## src/rtl/spim_pkg.sv

```systemverilog
package spim_pkg;
    localparam int MB_LOOP   = 14;
    localparam int MB_CPOL   = 13;
    localparam int MB_CPHA   = 12;
    localparam int MB_DIV16  = 11;
    localparam int MB_MSB    = 10;
    localparam int MB_MASTER = 9;
    localparam int MB_EN     = 8;

    localparam int EV_UFL = 4;
    localparam int EV_REJ = 2;
    localparam int EV_TXD = 1;
    localparam int EV_RXD = 0;

    localparam logic [2:0] RA_MODE = 3'd0;
    localparam logic [2:0] RA_CMD  = 3'd1;
    localparam logic [2:0] RA_EVT  = 3'd2;
    localparam logic [2:0] RA_MASK = 3'd3;
    localparam logic [2:0] RA_TCNT = 3'd4;
    localparam logic [2:0] RA_RCNT = 3'd5;

    typedef struct packed {
        logic loop;
        logic cpol;
        logic cpha;
        logic msb;
    } spim_cfg_t;
endpackage

```

## src/rtl/spim_tick.sv

```systemverilog
module spim_tick #(
    parameter int PS_W = 4
) (
    input  logic            clk,
    input  logic            rst_n,
    input  logic            en_i,
    input  logic [PS_W-1:0] presc_i,
    input  logic            div16_i,
    output logic            tick_o
);
    localparam int DIVW = PS_W + 5;

    logic [DIVW-1:0] cnt_d, cnt_q;
    logic [DIVW-1:0] lim;

    always_comb begin
        lim = DIVW'(presc_i) + DIVW'(1);
        if (div16_i) lim = lim << 4;
        tick_o = en_i && (cnt_q == lim - DIVW'(1));
        cnt_d  = (!en_i || tick_o) ? '0 : cnt_q + DIVW'(1);
    end

    always_ff @(posedge clk or negedge rst_n) begin
        if (!rst_n) cnt_q <= '0;
        else        cnt_q <= cnt_d;
    end
endmodule

```

## src/rtl/spim_buf.sv

```systemverilog
module spim_buf #(
    parameter int DEPTH = 64,
    parameter int W     = 16,
    localparam int AW   = $clog2(DEPTH)
) (
    input  logic          clk,
    input  logic          we_i,
    input  logic [AW-1:0] waddr_i,
    input  logic [W-1:0]  wdata_i,
    input  logic [AW-1:0] raddr_i,
    output logic [W-1:0]  rdata_o
);
    logic [W-1:0] mem_q [DEPTH];

    always_ff @(posedge clk) begin
        if (we_i) mem_q[waddr_i] <= wdata_i;
    end

    assign rdata_o = mem_q[raddr_i];
endmodule

```

## src/rtl/spim_engine.sv

```systemverilog
module spim_engine
    import spim_pkg::*;
#(
    parameter int DEPTH  = 64,
    parameter int CHAR_W = 16,
    localparam int AW    = $clog2(DEPTH),
    localparam int CW    = $clog2(DEPTH + 1),
    localparam int BW    = $clog2(CHAR_W)
) (
    input  logic              clk,
    input  logic              rst_n,
    input  logic              start_i,
    input  spim_cfg_t         cfg_i,
    input  logic [BW-1:0]     len_m1_i,
    input  logic [CW-1:0]     count_i,
    input  logic              tick_i,
    input  logic [CHAR_W-1:0] txw_i,
    input  logic              sdi_i,
    output logic [AW-1:0]     chr_o,
    output logic              busy_o,
    output logic              done_o,
    output logic              rxwe_o,
    output logic [CHAR_W-1:0] rxdata_o,
    output logic              sck_o,
    output logic              sdo_o
);
    typedef struct packed {
        logic              run;
        logic              half;
        logic [BW-1:0]     bitn;
        logic [AW-1:0]     chr;
        logic [CHAR_W-1:0] rx;
    } eng_t;

    eng_t st_d, st_q;
    logic [BW-1:0] pos;
    logic          sin;

    always_comb begin
        pos    = cfg_i.msb ? (len_m1_i - st_q.bitn) : st_q.bitn;
        sdo_o  = st_q.run ? txw_i[pos] : 1'b0;
        sin    = cfg_i.loop ? sdo_o : sdi_i;
        sck_o  = st_q.run ? (cfg_i.cpol ^ (cfg_i.cpha ? ~st_q.half : st_q.half))
                          : cfg_i.cpol;
        st_d   = st_q;
        done_o = 1'b0;
        rxwe_o = 1'b0;
        if (!st_q.run) begin
            if (start_i) begin
                st_d.run  = 1'b1;
                st_d.half = 1'b0;
                st_d.bitn = '0;
                st_d.chr  = '0;
                st_d.rx   = '0;
            end
        end else if (tick_i) begin
            if (!st_q.half) begin
                // mid-bit edge: capture the incoming bit
                st_d.rx[pos] = sin;
                st_d.half    = 1'b1;
            end else begin
                st_d.half = 1'b0;
                if (st_q.bitn == len_m1_i) begin
                    st_d.bitn = '0;
                    st_d.rx   = '0;
                    rxwe_o    = 1'b1;
                    if (CW'(st_q.chr) == count_i - CW'(1)) begin
                        st_d.run = 1'b0;
                        done_o   = 1'b1;
                    end else begin
                        st_d.chr = st_q.chr + AW'(1);
                    end
                end else begin
                    st_d.bitn = st_q.bitn + BW'(1);
                end
            end
        end
    end

    always_ff @(posedge clk or negedge rst_n) begin
        if (!rst_n) st_q <= '0;
        else        st_q <= st_d;
    end

    assign chr_o    = st_q.chr;
    assign busy_o   = st_q.run;
    assign rxdata_o = st_q.rx;
endmodule

```

## src/rtl/spi_burst_master.sv

```systemverilog
module spi_burst_master
    import spim_pkg::*;
#(
    parameter int DEPTH  = 64,
    parameter int CHAR_W = 16,
    parameter int PS_W   = 4,
    localparam int AW    = $clog2(DEPTH),
    localparam int CW    = $clog2(DEPTH + 1),
    localparam int BW    = $clog2(CHAR_W)
) (
    input  logic        clk,
    input  logic        rst_n,
    input  logic        bus_we,
    input  logic [AW:0] bus_addr,
    input  logic [15:0] bus_wdata,
    output logic [15:0] bus_rdata,
    output logic        sck_o,
    output logic        sdo_o,
    input  logic        sdi_i,
    output logic        irq_o
);
    localparam logic [5:0] EV_IMPL = 6'b010111;

    typedef struct packed {
        logic [14:0]   mode;
        logic [5:0]    evt;
        logic [5:0]    mask;
        logic [CW-1:0] tcnt;
        logic [CW-1:0] rcnt;
    } regs_t;

    regs_t regs_d, regs_q;

    logic              busy, done, tick, start, txwe, rxwe;
    logic [AW-1:0]     chr;
    logic [CHAR_W-1:0] txw, rxw, rxrd;
    logic [5:0]        ev_set, ev_clr;
    logic              is_buf;
    logic [2:0]        rsel;
    spim_cfg_t         cfg;
    logic              unused_bits;

    assign is_buf      = bus_addr[AW];
    assign rsel        = bus_addr[2:0];
    assign unused_bits = ^bus_wdata[15:CW];

    always_comb begin
        cfg.loop = regs_q.mode[MB_LOOP];
        cfg.cpol = regs_q.mode[MB_CPOL];
        cfg.cpha = regs_q.mode[MB_CPHA];
        cfg.msb  = regs_q.mode[MB_MSB];
    end

    always_comb begin
        regs_d = regs_q;
        start  = 1'b0;
        ev_set = '0;
        ev_clr = '0;
        txwe   = bus_we && is_buf && !busy;
        if (bus_we && !is_buf) begin
            case (rsel)
                RA_MODE: if (!busy) regs_d.mode = bus_wdata[14:0];
                RA_CMD: if (bus_wdata[7]) begin
                    if (!regs_q.mode[MB_EN] || !regs_q.mode[MB_MASTER] || busy)
                        ev_set[EV_REJ] = 1'b1;
                    else if (regs_q.tcnt == '0 || regs_q.tcnt > CW'(DEPTH))
                        ev_set[EV_UFL] = 1'b1;
                    else begin
                        start       = 1'b1;
                        regs_d.rcnt = '0;
                    end
                end
                RA_EVT:  ev_clr = bus_wdata[5:0];
                RA_MASK: regs_d.mask = bus_wdata[5:0];
                RA_TCNT: if (!busy) regs_d.tcnt = bus_wdata[CW-1:0];
                default: ;
            endcase
        end
        if (done) begin
            ev_set[EV_TXD] = 1'b1;
            ev_set[EV_RXD] = 1'b1;
            regs_d.rcnt    = regs_q.tcnt;
        end
        // a new event wins over a clear in the same cycle
        regs_d.evt = ((regs_q.evt & ~ev_clr) | ev_set) & EV_IMPL;
    end

    always_ff @(posedge clk or negedge rst_n) begin
        if (!rst_n) regs_q <= '0;
        else        regs_q <= regs_d;
    end

    always_comb begin
        bus_rdata = '0;
        if (is_buf) bus_rdata = 16'(rxrd);
        else begin
            case (rsel)
                RA_MODE: bus_rdata = {1'b0, regs_q.mode};
                RA_EVT:  bus_rdata = 16'(regs_q.evt);
                RA_MASK: bus_rdata = 16'(regs_q.mask);
                RA_TCNT: bus_rdata = 16'(regs_q.tcnt);
                RA_RCNT: bus_rdata = 16'(regs_q.rcnt);
                default: bus_rdata = '0;
            endcase
        end
    end

    assign irq_o = |(regs_q.evt & regs_q.mask);

    spim_tick #(.PS_W(PS_W)) u_tick (
        .clk     (clk),
        .rst_n   (rst_n),
        .en_i    (busy),
        .presc_i (regs_q.mode[PS_W-1:0]),
        .div16_i (regs_q.mode[MB_DIV16]),
        .tick_o  (tick)
    );

    spim_buf #(.DEPTH(DEPTH), .W(CHAR_W)) u_txbuf (
        .clk     (clk),
        .we_i    (txwe),
        .waddr_i (bus_addr[AW-1:0]),
        .wdata_i (CHAR_W'(bus_wdata)),
        .raddr_i (chr),
        .rdata_o (txw)
    );

    spim_buf #(.DEPTH(DEPTH), .W(CHAR_W)) u_rxbuf (
        .clk     (clk),
        .we_i    (rxwe),
        .waddr_i (chr),
        .wdata_i (rxw),
        .raddr_i (bus_addr[AW-1:0]),
        .rdata_o (rxrd)
    );

    spim_engine #(.DEPTH(DEPTH), .CHAR_W(CHAR_W)) u_eng (
        .clk      (clk),
        .rst_n    (rst_n),
        .start_i  (start),
        .cfg_i    (cfg),
        .len_m1_i (regs_q.mode[4 +: BW]),
        .count_i  (regs_q.tcnt),
        .tick_i   (tick),
        .txw_i    (txw),
        .sdi_i    (sdi_i),
        .chr_o    (chr),
        .busy_o   (busy),
        .done_o   (done),
        .rxwe_o   (rxwe),
        .rxdata_o (rxw),
        .sck_o    (sck_o),
        .sdo_o    (sdo_o)
    );
endmodule

```

## config.mk

```make
export PLATFORM = sky130hd
export DESIGN_NAME = spi_burst_master
export DESIGN_NICKNAME = d
export VERILOG_FILES = /design/src/rtl/spim_pkg.sv /design/src/rtl/spim_tick.sv /design/src/rtl/spim_buf.sv /design/src/rtl/spim_engine.sv /design/src/rtl/spi_burst_master.sv
export SDC_FILE = /design/constraint.sdc
export NUM_CORES = 2
export LEC_CHECK = 0
export ABC_AREA = 1
export BUFFER_PORTS_ARGS = -buffer_cell sky130_fd_sc_hd__buf_2
export CAP_MARGIN = 20
export CORE_MARGIN = 8
export CORE_UTILIZATION = 60
export DETAILED_ROUTE_END_ITERATION = 8
export PLACE_DENSITY = 0.76
export SETUP_SLACK_MARGIN = 0.1
export SYNTH_ARGS = -nofsm -noshare
export SYNTH_HDL_FRONTEND = slang
export SYNTH_SLANG_ARGS = --single-unit
```

## constraint.sdc

```tcl
create_clock -name clk -period 5.3 [get_ports clk]
set_input_delay 0.795 -clock clk [delete_from_list [all_inputs] [get_ports clk]]
set_output_delay 0.795 -clock clk [all_outputs]
set_load 0.005 [all_outputs]
```

# After elaboration in Yosys (flattened, before gate mapping)
# Memory sizes are Yosys's and may differ from the RTL's.
# Cells that the tools add are included.
# word_totals
reg_bits,76
latchBits,0
ram_bits,2048
mem_bits_ro,0
input_bits,27
elab_cells,135
n_memories,2
# memory_table
name,depth,width,read_ports,rd_clocked_by_memory_dff,write_ports,line_no,rtl
u_rxbuf.mem_q,64,16,1,0,1,spim_buf.sv:13,logic [W-1:0] mem_q [DEPTH];
u_txbuf.mem_q,64,16,1,0,1,spim_buf.sv:13,
# op_classes
addsub,7
mul,0
div_mod_pow,0
n_lt_le_gt_ge,3
n_eq_ne,15
n_shift,0
mux,62
bitwise_logic,7
reduce_logical,28
# ops
cell,n
2-to-1 mux 28 bit,3
case mux 15 bit (5 select lines),1
2-to-1 mux 7 bit,6
2-to-1 mux 1 bit,37
2-to-1 mux 16 bit,2
2-to-1 mux 22 bit,1
2-to-1 mux 9 bit,2
bitwise mux 16 bit,1
"!= test 2 bit, second input constant",6
AND reduction 3 bit,4
2-to-1 mux 10 bit,1
2-to-1 mux 5 bit,2
AND reduction 5 bit,2
"adder 9 x 1 -> 9 bit, second input constant",1
equality test 9 bit,1
"subtractor 9 x 1 -> 9 bit, second input constant",1
2-to-1 mux 4 bit,2
nonzero test 2 bit,4
equality test 6 x 7 -> 1 bit,1
"> comparator 7 bit, second input constant",1
logical NOT 7 bit,1
"subtractor 7 x 1 -> 7 bit, second input constant",1
"adder 6 x 1 -> 6 bit, second input constant",1
AND 5 x 6 -> 6 bit,1
25 further kinds,39

# Depth between registers and ports, before layout
# depth
word_depth,10
ltp_mapped,26

# By module
# A second synthesis with hierarchy kept.
# hier_totals
hier_cells,7839
area_unflattened_um2,89395.7
# by_module_without_submodules
module,n_inst,cells_per_inst,area_each_um2,seq_area_each_um2
spim_buf,2,3501,41778.8,30749.5
spim_engine,1,391,2572.5,700.7
spi_burst_master,1,297,2238.4,975.9
spim_tick,1,149,1027.2,225.2

# Worst setup path before layout
# Ideal clock, no wire load.
# synth_path
path_type,reg-to-reg
start,register regs_q[26]
end,"memory u_rxbuf.mem_q[28][0], enable pin"
setup_time_ns,0.409
t_arrival_ns,3.371
required_ns,4.891
path_slack_ns,1.520
path_stages_with_launch,17
path_buffers,1
synth_period_minus_slack_ns,3.780
path_cell_list,dfrtp_1 -> ha_1 -> nand2_1 -> ha_1 -> nand2_1 -> nor2_2 -> nand2_1 -> nand2_1 -> nand2_1 -> nand2_1 -> nand2_1 -> nor2_1 -> nand3_1 -> nor2_2 -> nand2_1 -> clkbuf_1 -> nor3_1
# synth_via
elab_chain_cells,9
# synth_lines
item,line_no,rtl
"start, declared",spi_burst_master.sv:32,"regs_t regs_d, regs_q;"
"start signal, assigned",spi_burst_master.sv:90,else regs_q <= regs_d;
adder 4 x 1 -> 5 bit,spim_tick.sv:17,lim = DIVW'(presc_i) + DIVW'(1);
2-to-1 mux 9 bit,spim_tick.sv:18,if (div16_i) lim = lim << 4;
subtractor 9 x 1 -> 9 bit,spim_tick.sv:19,tick_o = en_i && (cnt_q == lim - DIVW'(1));
equality test 9 bit,spim_tick.sv:19,
logical AND 1 bit,spim_tick.sv:19,
2-to-1 mux 1 bit,spim_engine.sv:56,end else if (tick_i) begin
2-to-1 mux 1 bit,spim_engine.sv:48,if (!st_q.run) begin
2-to-1 mux 1 bit,spim_buf.sv:16,if (we_i) mem_q[waddr_i] <= wdata_i;
2-to-1 mux 1 bit (implied by the code),spim_buf.sv:16,
"end, declared",spim_buf.sv:13,
# No other way between the ends.

# Worst setup path after layout
# layout_path
start,register u_eng.st_q (netlist bit u_eng.chr_o[0])
end,output sdo_o
# layout_via
elab_chain_cells,4
# layout_lines
item,line_no,rtl
"start, declared",spim_engine.sv:35,"eng_t st_d, st_q;"
"start signal, assigned",spim_engine.sv:82,else st_q <= st_d;
memory (64 x 16 bit),n/a,
binary-select mux 1 bit (select 4 bit),spim_engine.sv:41,sdo_o = st_q.run ? txw_i[pos] : 1'b0;
2-to-1 mux 1 bit (implied by the code),spim_engine.sv:41,
2-to-1 mux 1 bit,spim_engine.sv:41,
"end, declared",spi_burst_master.sv:18,"output logic sdo_o,"
# No other way between the ends. The select of a mux whose other input is x is not followed.

==> impl_metrics.toml <==
[clock_tree]
htree_levels = 4
clkSinkCount = 2124
clk_pin_slew_ps = 60
cts_tree = "yes"
hold_buffers = 0
clk_root_buffer_cell = "clkbuf_16"
cts.path.max_buffers = 3
cts_made_buffers = 204
clock_latency_ps = 830

[pwr]
vdd_drop_max_uv = 446
power_density_nw_per_um2 = 426
finalPower_uw = 40900
p_leak_uw = 0.0366

[global_routing]
grt_pass1_wl_um = 344000
grt_max_degree = 141
overflow = 0
grt_usage = 0.293
grt_pass1_vias = 54900
antenna_found_initial = 7

[cells_and_area]
final_cell_mix = "2232 x nand2_1, 2048 x edfxtp_1, 353 x nor2_1, 337 x inv_1, 286 x nand3_1"
final_common_cell = "nand2_1"
nFillCells = 9533
finalNetCount = 7205
multi_input_area_um2 = 19400
seqCellArea_um2 = 63400
synthToLayoutAreaGrowth_pct = 12.2
drive_above_1_share = 0.103

[die]
core_area_um2 = 142000
die_h_um = 394
die_width_um = 394
rows = 138
start_util = 0.604
die-area_um2 = 155000
ios = 46

[sta]
period_share = 0.952
hold_viol_final = 0
rsz0062_at_grt = "no"
max_freq_mhz = 198
fin_skew_ps = 31.1
slew_headroom = 0.290
setup_tns_ps = 0
report.final.slew_viol_count = 0
tightestPinTransition_ps = 1060
fin_crit_ps = 5040
setup_viol = 0
holdWs_ps = 119

[route]
wl_per_cell_um = 25.5
drt_iter0_markers = 8350
vias_per_cell = 6.21
drt_pass1_iterations = 8
drtAntennaViolNets = 0
drt-total-wl_um = 236000
vias = 57300
drc_errors = 0

[yosys]
ys_async_sr_fraction = 0.0358
syn_nets = 7006
ys.flop_type = "edfxtp_1"
synth_edf_count = 2048
ys_warn_count = 0
syn_inst = 6968
synth_cell_types = 57
ys_ff_latch = 2124
yosysSeqAreaShare = 0.741
syn-cell-area_um2 = 85500
synth_area_per_cell_um2 = 12.3

[placed_design]
numPortBuffers = 45
place.gp.congestion = 0.936
dp_hpwl_um = 136000

[run_status]
status = "complete, no violations"

[setup_path]
critPathCaptureType = "output port"
critPathArrivalTime_ps = 4250
critical_path_required_ps = 4510
crit_fanout = 140
crit_type = "reg -> out"
critPathLaunchType = "flip-flop"

[run]
maxCapViolCount = 0

[worst_hold_path]
hold_path_class = "in -> async"
-- worst paths after layout --
kind	start	endpoint	slack [ps]	depth (start not counted)
worst max-delay path	u_eng.chr_o[0]	sdo_o	260	15
worst min-delay path	rst_n	u_tick.cnt_q[5]	120	1
worst max register to register	regs_q[26]	u_rxbuf.mem_q[16][0]	1040	19
worst min register to register	u_eng.rxdata_o[0]	u_rxbuf.mem_q[46][0]	480	0
max in group asynchronous	rst_n	u_eng.chr_o[1]	4400	1
min in group clk	bus_wdata[1]	u_txbuf.mem_q[49][1]	330	1
-- synthesized netlist by cell type (76+ instances only) --
cell type	number	area (µm²)
nand3_1	286	1430
o21ai_0	152	761
o21ai_1	129	646
o211ai_1	113	848
clkbuf_1	182	683
nor2_1	360	1350
buf_2	114	571
nand2_1	2233	8380
dfrtp_1	76	1900
edfxtp_1	2048	61500
a22oi_1	269	2020
nand4_1	106	663
inv_1	340	1280
a21oi_1	159	796
-- layer usage --
metal	up-vias	GRT usage	routed length, µm	part of all wire
li1	25000	-	-	-
met1	27600	0.375	82600	0.35
met2	3953	0.468	110000	0.47
met3	747	0.0628	27400	0.12
met4	6	0.165	15500	0.066
met5	-	0	35	0.00015
-- per-stage QoR --
step / util / setup slack, ps / std cells / instance area, µm²
after floorplan: - / 1520 / 6968 / 85500
final: 0.678 / 256 / 9228 / 96000
after global routing: 0.678 / 102 / 9225 / 96000
after detailed placement: 0.630 / 713 / 8840 / 89300
after global placement: 0.630 / 797 / 8840 / 89300
after CTS: 0.677 / 121 / 9216 / 95800
-- what timing repair did --
| item | in CTS | in global routing |
|---|---|---|
| endpoints found under the setup margin | 1 | 1 |
| gates cloned | 0 | 2 |
| gates resized for setup | 0 | 8 |
| buffers inserted | 2 | 4 |
| hold endpoints to repair | 0 | 0 |
-- area by class of cell --
class | instances | share of cell area
sequential | 2124 | 0.661
multi-input combinational | 4130 | 0.202
clock buffer | 256 | 0.0568
timing repair buffer | 351 | 0.0310
tap | 1890 | 0.0246
inverter | 356 | 0.0143
clock inverter | 118 | 0.0107
antenna | 3 | 0.0000782
-- critical path, cell delays in order, from the launching register on --
cell      delay [ps]
dfrtp_4          660
buf_16           460
nand2_1          180
o211ai_1         160
nand2_1           70
o21ai_1          240
nand2_1          120
nor2_1           300
nand2_1          120
nand2_1           80
nand2_1           60
nor2_1           260
nor2_1            70
nor2_1           180
a21oi_1          180
buf_2            180
-- registers in the layout, summed over array words and instances (netlist names) --
signal,flops
regs_q,35
u_eng.chr_o,6
cfg,4
u_eng.st_q,5
u_txbuf.mem_q,1024
u_eng.busy_o,1
u_rxbuf.mem_q,1024
u_tick.cnt_q,9
u_eng.rxdata_o,16
-- logic make-up (layout without fill, tap and decap cells) --
family                     Yosys count  after routing  synth area share
DFF                               2124           2124             0.741
AOI/OAI and AO/OA                  948            948            0.0707
adders and majority gates           11             11           0.00170
and+or+nand+nor                   3140           3140             0.149
buffers and inverters              714           1081            0.0337
other                                0              3                 0
xor gates and xnor gates            26             26           0.00266
muxes                                5              5          0.000644
-- where the power goes --
group / internal, µW / switching (µW)
combinational: 2200 / 5900
clock: 7970 / 6170
sequential: 18400 / 176
total: 28600 / 12200
Note: power is estimated with default switching activity, not from simulation.
